===== config.mk =====
export PLATFORM = sky130hd
export DESIGN_NAME = burst_col_seq
export DESIGN_NICKNAME = d
export VERILOG_FILES = /design/src/rtl/burst_seq_pkg.sv /design/src/rtl/burst_beat_ctrl.sv /design/src/rtl/burst_col_map.sv /design/src/rtl/burst_col_seq.sv
export SDC_FILE = /design/constraint.sdc
export NUM_CORES = 1
export LEC_CHECK = 0
export CAP_MARGIN = 15
export CORE_ASPECT_RATIO = 0.75
export CORE_MARGIN = 4
export CORE_UTILIZATION = 48
export DETAILED_ROUTE_END_ITERATION = 10
export PLACE_DENSITY_LB_ADDON = 0.3
export SYNTH_ARGS = -nofsm -noshare
export SYNTH_HDL_FRONTEND = slang
export SYNTH_SLANG_ARGS = --single-unit
export TNS_END_PERCENT = 10

===== constraint.sdc =====
create_clock -name clk -period 3.9 [get_ports clk]
set_clock_uncertainty 0.05 [all_clocks]
set_input_delay 0.78 -clock clk [delete_from_list [all_inputs] [get_ports clk]]
set_output_delay 0.78 -clock clk [all_outputs]
set_load 0.02 [all_outputs]

===== src/rtl/burst_seq_pkg.sv =====
package burst_seq_pkg;

  localparam int unsigned LOW_W = 3;

  typedef enum logic [1:0] {
    BLEN_2  = 2'b00,
    BLEN_4  = 2'b01,
    BLEN_8  = 2'b10,
    BLEN_8X = 2'b11
  } blen_code_e;

  typedef struct packed {
    blen_code_e    blen;
    logic          ilv;
  } burst_cfg_t;

  function automatic logic [LOW_W-1:0] blk_mask(input blen_code_e c);
    case (c)
      BLEN_2:  blk_mask = 3'b001;
      BLEN_4:  blk_mask = 3'b011;
      default: blk_mask = 3'b111;
    endcase
  endfunction

  function automatic logic [LOW_W-1:0] seq_low(input logic [LOW_W-1:0] s,
                                               input logic [LOW_W-1:0] k,
                                               input logic [LOW_W-1:0] m);
    seq_low = (s + k) & m;
  endfunction

  function automatic logic [LOW_W-1:0] ilv_low(input logic [LOW_W-1:0] s,
                                               input logic [LOW_W-1:0] k,
                                               input logic [LOW_W-1:0] m);
    ilv_low = (s ^ k) & m;
  endfunction

endpackage


===== src/rtl/burst_beat_ctrl.sv =====
module burst_beat_ctrl
  import burst_seq_pkg::*;
#(
  parameter int unsigned COL_W = 10
) (
  input  logic                 clk,
  input  logic                 rst_n,
  input  logic                 start,
  input  logic [COL_W-1:0]     start_col,
  input  burst_cfg_t           cfg_in,
  output logic [COL_W-1:0]     base_col,
  output burst_cfg_t           cfg_q,
  output logic [LOW_W-1:0]     beat,
  output logic                 active,
  output logic                 burst_end
);

  logic [LOW_W-1:0] mask_q;
  logic             burst_launch;
  logic             beat_adv;

  assign mask_q       = blk_mask(cfg_q.blen);
  assign burst_launch = start;
  assign burst_end    = active && (beat == mask_q);
  assign beat_adv     = active && !burst_end && !burst_launch;

  always_ff @(posedge clk or negedge rst_n) begin
    if (!rst_n) begin
      base_col <= '0;
      cfg_q    <= '{blen: BLEN_2, ilv: 1'b0};
      beat     <= '0;
      active   <= 1'b0;
    end else if (burst_launch) begin
      base_col <= start_col;
      cfg_q    <= cfg_in;
      beat     <= '0;
      active   <= 1'b1;
    end else if (beat_adv) begin
      beat     <= beat + 1'b1;
    end else if (burst_end) begin
      active   <= 1'b0;
      beat     <= '0;
    end
  end


  beat_range_chk: assert property (@(posedge clk) disable iff (!rst_n)
    active |-> ((beat & ~mask_q) == '0));


  cfg_hold_chk: assert property (@(posedge clk) disable iff (!rst_n)
    (active && !burst_launch && !burst_end) |=> (cfg_q == $past(cfg_q)) && (base_col == $past(base_col)));

endmodule


===== src/rtl/burst_col_map.sv =====
module burst_col_map
  import burst_seq_pkg::*;
#(
  parameter int unsigned COL_W = 10
) (
  input  logic [COL_W-1:0]  base_col,
  input  burst_cfg_t        cfg,
  input  logic [LOW_W-1:0]  beat,
  output logic [COL_W-1:0]  col_out
);

  logic [LOW_W-1:0] mask;
  logic [LOW_W-1:0] s_low;
  logic [LOW_W-1:0] new_low;

  assign mask  = blk_mask(cfg.blen);
  assign s_low = base_col[LOW_W-1:0];

  always_comb begin
    if (cfg.ilv) new_low = ilv_low(s_low, beat, mask);
    else         new_low = seq_low(s_low, beat, mask);
  end

  generate
    if (COL_W > LOW_W) begin : g_upper
      assign col_out = {base_col[COL_W-1:LOW_W], (s_low & ~mask) | new_low};
    end else begin : g_flat
      assign col_out = (s_low & ~mask) | new_low;
    end
  endgenerate

endmodule


===== src/rtl/burst_col_seq.sv =====
module burst_col_seq
  import burst_seq_pkg::*;
#(
  parameter int unsigned COL_W = 10
) (
  input  logic             clk,
  input  logic             rst_n,
  input  logic             start,
  input  logic [COL_W-1:0] start_col,
  input  logic [1:0]       burst_len,
  input  logic             order_ilv,
  output logic [COL_W-1:0] col_addr,
  output logic             col_valid,
  output logic             col_last
);

  burst_cfg_t       cfg_in;
  burst_cfg_t       cfg_q;
  logic [COL_W-1:0] base_col;
  logic [LOW_W-1:0] beat;
  logic             active;
  logic             burst_end;
  logic [COL_W-1:0] mapped_col;

  assign cfg_in.blen = blen_code_e'(burst_len);
  assign cfg_in.ilv  = order_ilv;

  burst_beat_ctrl #(.COL_W(COL_W)) u_ctrl (
    .clk       (clk),
    .rst_n     (rst_n),
    .start     (start),
    .start_col (start_col),
    .cfg_in    (cfg_in),
    .base_col  (base_col),
    .cfg_q     (cfg_q),
    .beat      (beat),
    .active    (active),
    .burst_end (burst_end)
  );

  burst_col_map #(.COL_W(COL_W)) u_map (
    .base_col (base_col),
    .cfg      (cfg_q),
    .beat     (beat),
    .col_out  (mapped_col)
  );

  assign col_addr  = mapped_col;
  assign col_valid = active;
  assign col_last  = burst_end;


  first_beat_chk: assert property (@(posedge clk) disable iff (!rst_n)
    start |=> col_valid && (col_addr == $past(start_col)));


  last_needs_valid_chk: assert property (@(posedge clk) disable iff (!rst_n)
    col_last |-> col_valid);


  upper_stable_chk: assert property (@(posedge clk) disable iff (!rst_n)
    (col_valid && !col_last && !start) |=> (col_addr[COL_W-1:LOW_W] == $past(col_addr[COL_W-1:LOW_W])));


  idle_after_last_chk: assert property (@(posedge clk) disable iff (!rst_n)
    (col_last && !start) |=> !col_valid);


  burst_continue_chk: assert property (@(posedge clk) disable iff (!rst_n)
    (col_valid && !col_last && !start) |=> col_valid);

endmodule


* Word-level counts from Yosys, hierarchy flattened
Cells that the tools add are included.
** Storage, ports and cells
- Input port bits :: 16
- Output and inout port bits :: 12
- Register bits :: 17
- Logic and storage cells :: 33
** Cells by class
- Muxes and demuxes :: 8
- Reductions and logical operators :: 9
- Equality and inequality tests :: 3
- Bitwise operators :: 6
- Add/subtract/negate cells :: 2
** Operators by type and width (number)
- 3-bit two-way mux :: 4
- 3-bit bitwise AND :: 3
- 3-bit one-hot mux with 2 select lines :: 1
- 3-bit by 1-bit adder with 3-bit output, second input constant :: 1
- 3-bit adder :: 1
- 3-bit == test :: 1
- 1-bit logical AND :: 3
- 1-bit two-way mux :: 3
- 3-bit NOT :: 1
- 3-bit bitwise OR :: 1
- 3-bit nonzero test :: 1
- 3-bit bitwise XOR :: 1
- 2-bit by 1-bit == test with 1-bit output, second input constant :: 1
- 1-bit logical NOT :: 2
- 2-bit logical NOT :: 1
- 2-bit inequality test, second input constant :: 1
- 2-bit AND reduction :: 1
- 2-bit nonzero test :: 1

* Longest topological paths before layout
Gate-level depths: netlist (run 1).
- Depth in word-level cells :: 9
- Mapped depth :: 6
- Depth with buffers taken out :: 6

* Modules after synthesis
From an unflattened synthesis (run 1), not the netlist that was laid out.
** Second synthesis, totals
- Cell total of the unflattened synthesis :: 74
- Area, all modules :: 872.1 um^2
** Modules (own cells, without submodules)
- burst_beat_ctrl :: area each 715.7 um^2, times used 1, cells each 52, sequential area each 425.4 um^2
- burst_col_map :: area each 156.4 um^2, times used 1, cells each 22, sequential area each 0.0 um^2

* Worst setup path after synthesis (run 1)
Ideal clock, no wire load.
- Path type :: register to output
- From :: register u_ctrl.beat[0]
- To :: output col_addr[1]
- Stages on the path, launching flop included :: 5
- Setup slack :: 1.448 ns
- Required time :: 3.070 ns
- Path buffers :: 0
- Data arrival time :: 1.622 ns
- Path through :: dfrtp_1 -> ha_1 -> fa_1 -> mux2i_1 -> o21ai_0
** Between the ends
- Longest elaborated chain between the ends :: 4
** Ends and longest elaborated chain
- start: declaration :: line burst_beat_ctrl.sv:13 : output logic [LOW_W-1:0] beat,
- start signal: assignment :: line burst_beat_ctrl.sv:39 : beat <= beat + 1'b1;
- 3-bit adder :: line burst_seq_pkg.sv:28 : seq_low = (s + k) & m;
- 3-bit bitwise AND :: line burst_seq_pkg.sv:28
- 3-bit two-way mux :: line burst_col_map.sv:20 : if (cfg.ilv) new_low = ilv_low(s_low, beat, mask);
- 3-bit bitwise OR :: line burst_col_map.sv:26 : assign col_out = {base_col[COL_W-1:LOW_W], (s_low & ~mask) | new_low};
- end: declaration :: line burst_col_seq.sv:12 : output logic [COL_W-1:0] col_addr,
No other way between the ends.

* Worst setup path after layout (run 1)
- From :: register u_ctrl.beat[0]
- To :: output col_addr[2]
Same word-level chain as after synthesis.

==> impl_metrics.env, run 1 <==
export IMPL_clkLatencyLatePin_ps=290
export IMPL_final_common_cell="clkdlybuf4s50_1"
export IMPL_ant_nets=0
export IMPL_first_iter_violations=2
export IMPL_crit_path_max_incr_delay_ps=620
export IMPL_utilization=0.651
export IMPL_regArea_sq_um=425
export IMPL_die_w_um=57.2
export IMPL_io_pins=28
export IMPL_diodes=0
export IMPL_power_uw=466
export IMPL_fin_cells=112
export IMPL_cts_clk_slew_worst_paths_ps=100
export IMPL_vias=540
export IMPL_cp_arrival_ps=2360
export IMPL_gp_congestion=0.806
export IMPL_finalSetupViolations=0
export IMPL_dieArea_sq_um=2570
export IMPL_syn_area_per_cell_sq_um=12.6
export IMPL_cts_tree="yes"
export IMPL_crit_top_cell="xnor2_1"
export IMPL_viasPerCell=4.82
export IMPL_drc=0
export IMPL_firstDrtPassIters=2
export IMPL_cts_resized=0
export IMPL_grt_pass1_wl_um=2460
export IMPL_drv_cap=0
export IMPL_synth_top_area_cell="dfrtp_1"
export IMPL_layout_min_cycle_time_ps=3190
export IMPL_final_max_slew_viol_count=0
export IMPL_port_buffers=27
export IMPL_syn_area_sq_um=871
export IMPL_post_cts_buffers=0
export IMPL_cts_inserted_buffers=3
export IMPL_dpl_hpwl_um=1080
export IMPL_worstSetupStartpointType="register"
export IMPL_fin_tns_setup_ps=0
export IMPL_rsz0062_at_grt="no"
export IMPL_fillCellCount=149
export IMPL_power_density_nw_per_um2=415
export IMPL_critical_path_top_delay_family="buffers and inverters"
export IMPL_worst_slack_ps=707
export IMPL_htreeDepth=1
export IMPL_synthCells=69
export IMPL_p_leak_uw=0.000474
export IMPL_synth_nets=89
export IMPL_drive_above_1_share=0.222
export IMPL_ys_types=21
export IMPL_wl_per_cell_um=13.0
export IMPL_core_area_sq_um=1720
export IMPL_hp_class="reg2reg"
export IMPL_crit_chain="ha_1 -> fa_1 -> nand2b_1 -> xnor2_1 -> nand2_1 -> xnor2_1 -> clkdlybuf4s50_1"
export IMPL_finalCritPeriodShare=0.819
export IMPL_wirelength_um=1460
export IMPL_worstSetupEndpointType="output port"
export IMPL_grt_pass1_vias=539
export IMPL_cts_sinks=17
export IMPL_grt_max_degree=20
export IMPL_critical_path_class="reg2out"
export IMPL_syn2layout_area_growth_pct=28.9
export IMPL_die_h_um=44.9
export IMPL_ys_seq_area_frac=0.489
export IMPL_clock_fmax_ghz=0.313
export IMPL_dpl_worst_slack_ps=1040
export IMPL_worst_pin_slew_ps=767
export IMPL_antenna_found_initial=0
export IMPL_hold_viol_final=0
export IMPL_max_slew_margin_rel=0.487
export IMPL_fin_nets=111
export IMPL_max_vdd_ir_drop_mv=0.293
export IMPL_cts_root_buf="clkbuf_4"
export IMPL_hold_buffers=0
export IMPL_yosys_warnings=0
export IMPL_worst_path_max_delay_cell="clkdlybuf4s50_1"
export IMPL_fp_row_count=13
export IMPL_status="complete, no violations"
export IMPL_cts_buffer_depth=2
export IMPL_track_usage=0.127
export IMPL_required_ps=3070
export IMPL_cp_max_fo=5
export IMPL_layout_common_cells="clkdlybuf4s50_1, dfrtp_1, mux2_2, nand2_1"
export IMPL_multi_input_area_sq_um=369
export IMPL_synth_area_top_cells="dfrtp_1, mux2_2, buf_4"
export IMPL_ys_seq_elements=17
export IMPL_synth_top_area_share=0.489
export IMPL_start_util=0.505
export IMPL_place_inst=108
export IMPL_worst_path_buf_inv=1
export IMPL_grt_overflow=0
worst register-to-register path, cell delays in order, from the launching register on:
cell and delay (ps):
dfrtp_1 480, xor2_1 180, o31ai_1 270, and2_4 210, o32ai_2 80
layer usage:
metal / track usage / routed length (um) / up-vias
met5: 0 / 0 / -
li1: - / - / 268
met2: 0.214 / 691 / 18
met1: 0.144 / 645 / 254
met4: 0.0417 / 0 / 0
met3: 0.0629 / 121 / 0
report_power, final:
| part | switching, uW | internal (uW) |
|---|---|---|
| clock network | 56.8 | 39.8 |
| logic | 63.9 | 85.1 |
| registers | 23.7 | 197 |
| total | 144 | 322 |
per-stage QoR:
stage	hold slack [ps]	instance area, sq um
4_1_cts	468	1120
2_1_floorplan	432	871
6_report	463	1120
5_1_grt	497	1120
3_3_place_gp	439	1100
3_5_place_dp	448	1100
Yosys cell counts, drive strengths merged:
cell	number
o21bai	1
o21ai	2
dfrtp	17
and3	1
fa	1
nand3b	1
o31ai	1
ha	3
mux2i	1
inv	1
nand2	4
nor2	3
xnor2	3
buf	10
nand3	1
xor2	1
and2	1
mux2	14
o32ai	1
nand2b	2
worst paths after layout:
| kind | from | endpoint | slack, ps | cells after the start |
|---|---|---|---|---|
| setup / recovery | u_ctrl.beat[0] | col_addr[2] | 710 | 7 |
| hold / removal | u_ctrl.base_col[4] | u_ctrl.base_col[4] | 460 | 1 |
| setup reg to reg | u_ctrl.beat[1] | u_ctrl.beat[2] | 2480 | 4 |
| hold reg to reg | u_ctrl.base_col[4] | u_ctrl.base_col[4] | 460 | 1 |
| max in group asynchronous | rst_n | u_ctrl.base_col[8] | 2460 | 1 |
| min in group asynchronous | rst_n | u_ctrl.beat[0] | 870 | 1 |
cell families after synthesis:
logic type / count (synthesis) / synth area share
muxes: 15 / 0.193
DFF: 17 / 0.489
xor gates and xnor gates: 4 / 0.0402
adders and majority gates: 4 / 0.0661
and+or+nand+nor: 13 / 0.0776
AOI/OAI and AO/OA: 5 / 0.0474
buffers and inverters: 11 / 0.0876
sequential cells by signal (all words and copies together) (netlist names):
| name | flops |
|---|---|
| u_ctrl.active | 1 |
| u_ctrl.base_col | 10 |
| u_ctrl.beat | 3 |
| u_ctrl.cfg_q | 3 |
cell type report:
| class | count | area share |
|---|---|---|
| sequential | 17 | 0.379 |
| clock buffer | 4 | 0.0234 |
| timing repair buffer | 27 | 0.241 |
| multi-input combinational | 41 | 0.329 |
| tap | 22 | 0.0245 |
| inverter | 1 | 0.00334 |
Power figures use the tool's default switching activity.
==> inputs of run 2 (changes only) <==
--- a/config.mk
+++ b/config.mk
@@ -8,7 +8,7 @@
 export CAP_MARGIN = 15
 export CORE_ASPECT_RATIO = 0.75
 export CORE_MARGIN = 4
-export CORE_UTILIZATION = 48
+export CORE_UTILIZATION = 40
 export DETAILED_ROUTE_END_ITERATION = 10
 export PLACE_DENSITY_LB_ADDON = 0.3
 export SYNTH_ARGS = -nofsm -noshare
==> constraint.sdc (replaced) <==
create_clock -name clk -period 2.82 [get_ports clk]
set_clock_uncertainty 0.05 [all_clocks]
set_input_delay 0.564 -clock clk [delete_from_list [all_inputs] [get_ports clk]]
set_output_delay 0.564 -clock clk [all_outputs]
set_load 0.02 [all_outputs]
==> impl_metrics.env, run 2 (same netlist as run 1, synthesis figures left out) <==
export IMPL_wirelength_um=1500
export IMPL_worstSetupStartpointType="register"
export IMPL_largest_register="u_ctrl.base_col"
export IMPL_max_vdd_ir_drop_mv=0.400
export IMPL_viasPerCell=4.72
export IMPL_r2r_end="u_ctrl.beat[2]"
export IMPL_grt_pass1_wl_um=2610
export IMPL_grt_overflow=0
export IMPL_hold_start="u_ctrl.base_col[7]"
export IMPL_power_density_nw_per_um2=572
export IMPL_fin_tns_setup_ps=0
export IMPL_track_usage=0.118
export IMPL_dpl_worst_slack_ps=177
export IMPL_start_util=0.429
export IMPL_critical_path_class="reg2out"
export IMPL_syn2layout_area_growth_pct=30.3
export IMPL_clock_fmax_ghz=0.378
export IMPL_port_buffers=27
export IMPL_cts_sinks=17
export IMPL_antenna_found_initial=0
export IMPL_final_common_cell="clkdlybuf4s50_1"
export IMPL_die_w_um=61.9
export IMPL_diodes=0
export IMPL_hp_class="reg2reg"
export IMPL_final_max_slew_viol_count=0
export IMPL_core_area_sq_um=2030
export IMPL_gp_congestion=0.693
export IMPL_post_cts_buffers=0
export IMPL_cts_tree="yes"
export IMPL_die_h_um=48.4
export IMPL_wl_per_cell_um=13.1
export IMPL_first_iter_violations=7
export IMPL_fp_row_count=14
export IMPL_firstDrtPassIters=4
export IMPL_worst_slack_ps=174
export IMPL_ant_nets=0
export IMPL_drive_above_1_share=0.264
export IMPL_fin_nets=112
export IMPL_power_uw=649
export IMPL_cp_max_fo=5
export IMPL_gr_max_usage_layer="met2"
export IMPL_cts_clk_slew_worst_paths_ps=110
export IMPL_ff2ff_setup_slack_ps=1440
export IMPL_required_ps=2210
export IMPL_drc=0
export IMPL_r2r_cells=5
export IMPL_grt_use_met1=0.156
export IMPL_dieArea_sq_um=3000
export IMPL_cts_root_buf="clkbuf_4"
export IMPL_met2_usage=0.174
export IMPL_cts_inserted_buffers=3
export IMPL_cp_arrival_ps=2030
export IMPL_grt_max_degree=20
export IMPL_status="complete, no violations"
export IMPL_max_slew_margin_rel=0.488
export IMPL_reg_top3="u_ctrl.base_col x10, u_ctrl.beat x3, u_ctrl.cfg_q x3"
export IMPL_vias=543
export IMPL_finalCritPeriodShare=0.938
export IMPL_p_leak_uw=0.000482
export IMPL_worstSetupEndpointType="output port"
export IMPL_cts_buffer_depth=2
export IMPL_grtUsageMet3=0.0665
export IMPL_finalSetupViolations=0
export IMPL_layout_min_cycle_time_ps=2650
export IMPL_drv_cap=0
export IMPL_largest_reg_flops=10
export IMPL_rsz0062_at_grt="no"
export IMPL_clkLatencyLatePin_ps=290
export IMPL_htreeDepth=1
export IMPL_r2r_start="u_ctrl.beat[1]"
export IMPL_layout_common_cells="clkdlybuf4s50_1, dfrtp_1, mux2_2, nand2_1"
export IMPL_dpl_hpwl_um=1160
export IMPL_hold_buffers=0
export IMPL_io_pins=28
export IMPL_holdPathEnd="u_ctrl.base_col[7]"
export IMPL_hold_viol_final=0
export IMPL_worst_pin_slew_ps=766
export IMPL_whs_path_depth=1
export IMPL_grt_pass1_vias=582
run 2: report_power, final:
part	leakage, uW	switching (uW)	total [uW]	internal [uW]
registers	0.000201	27.8	300	272
logic	0.000268	95.1	212	117
clock network	0.0000139	82.7	137	53.9
total	0.000482	206	649	443
run 2: per-layer routing:
metal  wire length (um)  up-vias
met1                696      255
li1                   -      271
met3                110        0
met2                697       17
met4                  0        0
met5                  0        -
run 2: layout make-up:
type                    count  area [sq um]
flip-flops and latches     17           425
inverters                   1          3.75
repair buffers             28           272
clock inverters             1          7.51
clock buffers               3          22.5
well taps                  24          30.0
multi-input cells          41           374
fillers                   186           897
run 2: how the worst max path moves through the flow:
stage / startpoint / endpoint / slack (ps) / depth (start not counted)
floorplan: u_ctrl.beat[0] / col_addr[1] / 580 / 4
global placement: u_ctrl.beat[0] / col_addr[2] / 190 / 7
detailed placement: u_ctrl.beat[0] / col_addr[2] / 180 / 7
CTS: u_ctrl.beat[0] / col_addr[2] / 110 / 7
global route: u_ctrl.beat[1] / col_last / 50 / 5
finish: u_ctrl.beat[1] / col_last / 170 / 5
run 2: critical path: stages (launching register included):
cell and delay, ps:
dfrtp_1 420, buf_4 170, xor2_1 140, o31ai_2 200, and3_2 220, clkdlybuf4s50_1 600
run 2: metrics by stage:
stage	hold WS [ps]	instances	area (sq um)	utilization
2_1_floorplan	218	69	871	-
3_3_place_gp	440	111	1110	0.544
3_5_place_dp	447	111	1110	0.544
4_1_cts	474	115	1130	0.558
5_1_grt	490	115	1130	0.558
6_report	470	115	1130	0.558
run 2: timing repair:
action	4_1_cts	5_1_grt
gates resized for setup	2	3
pin swaps	0	0
gates cloned	0	0
setup endpoints to repair	2	2
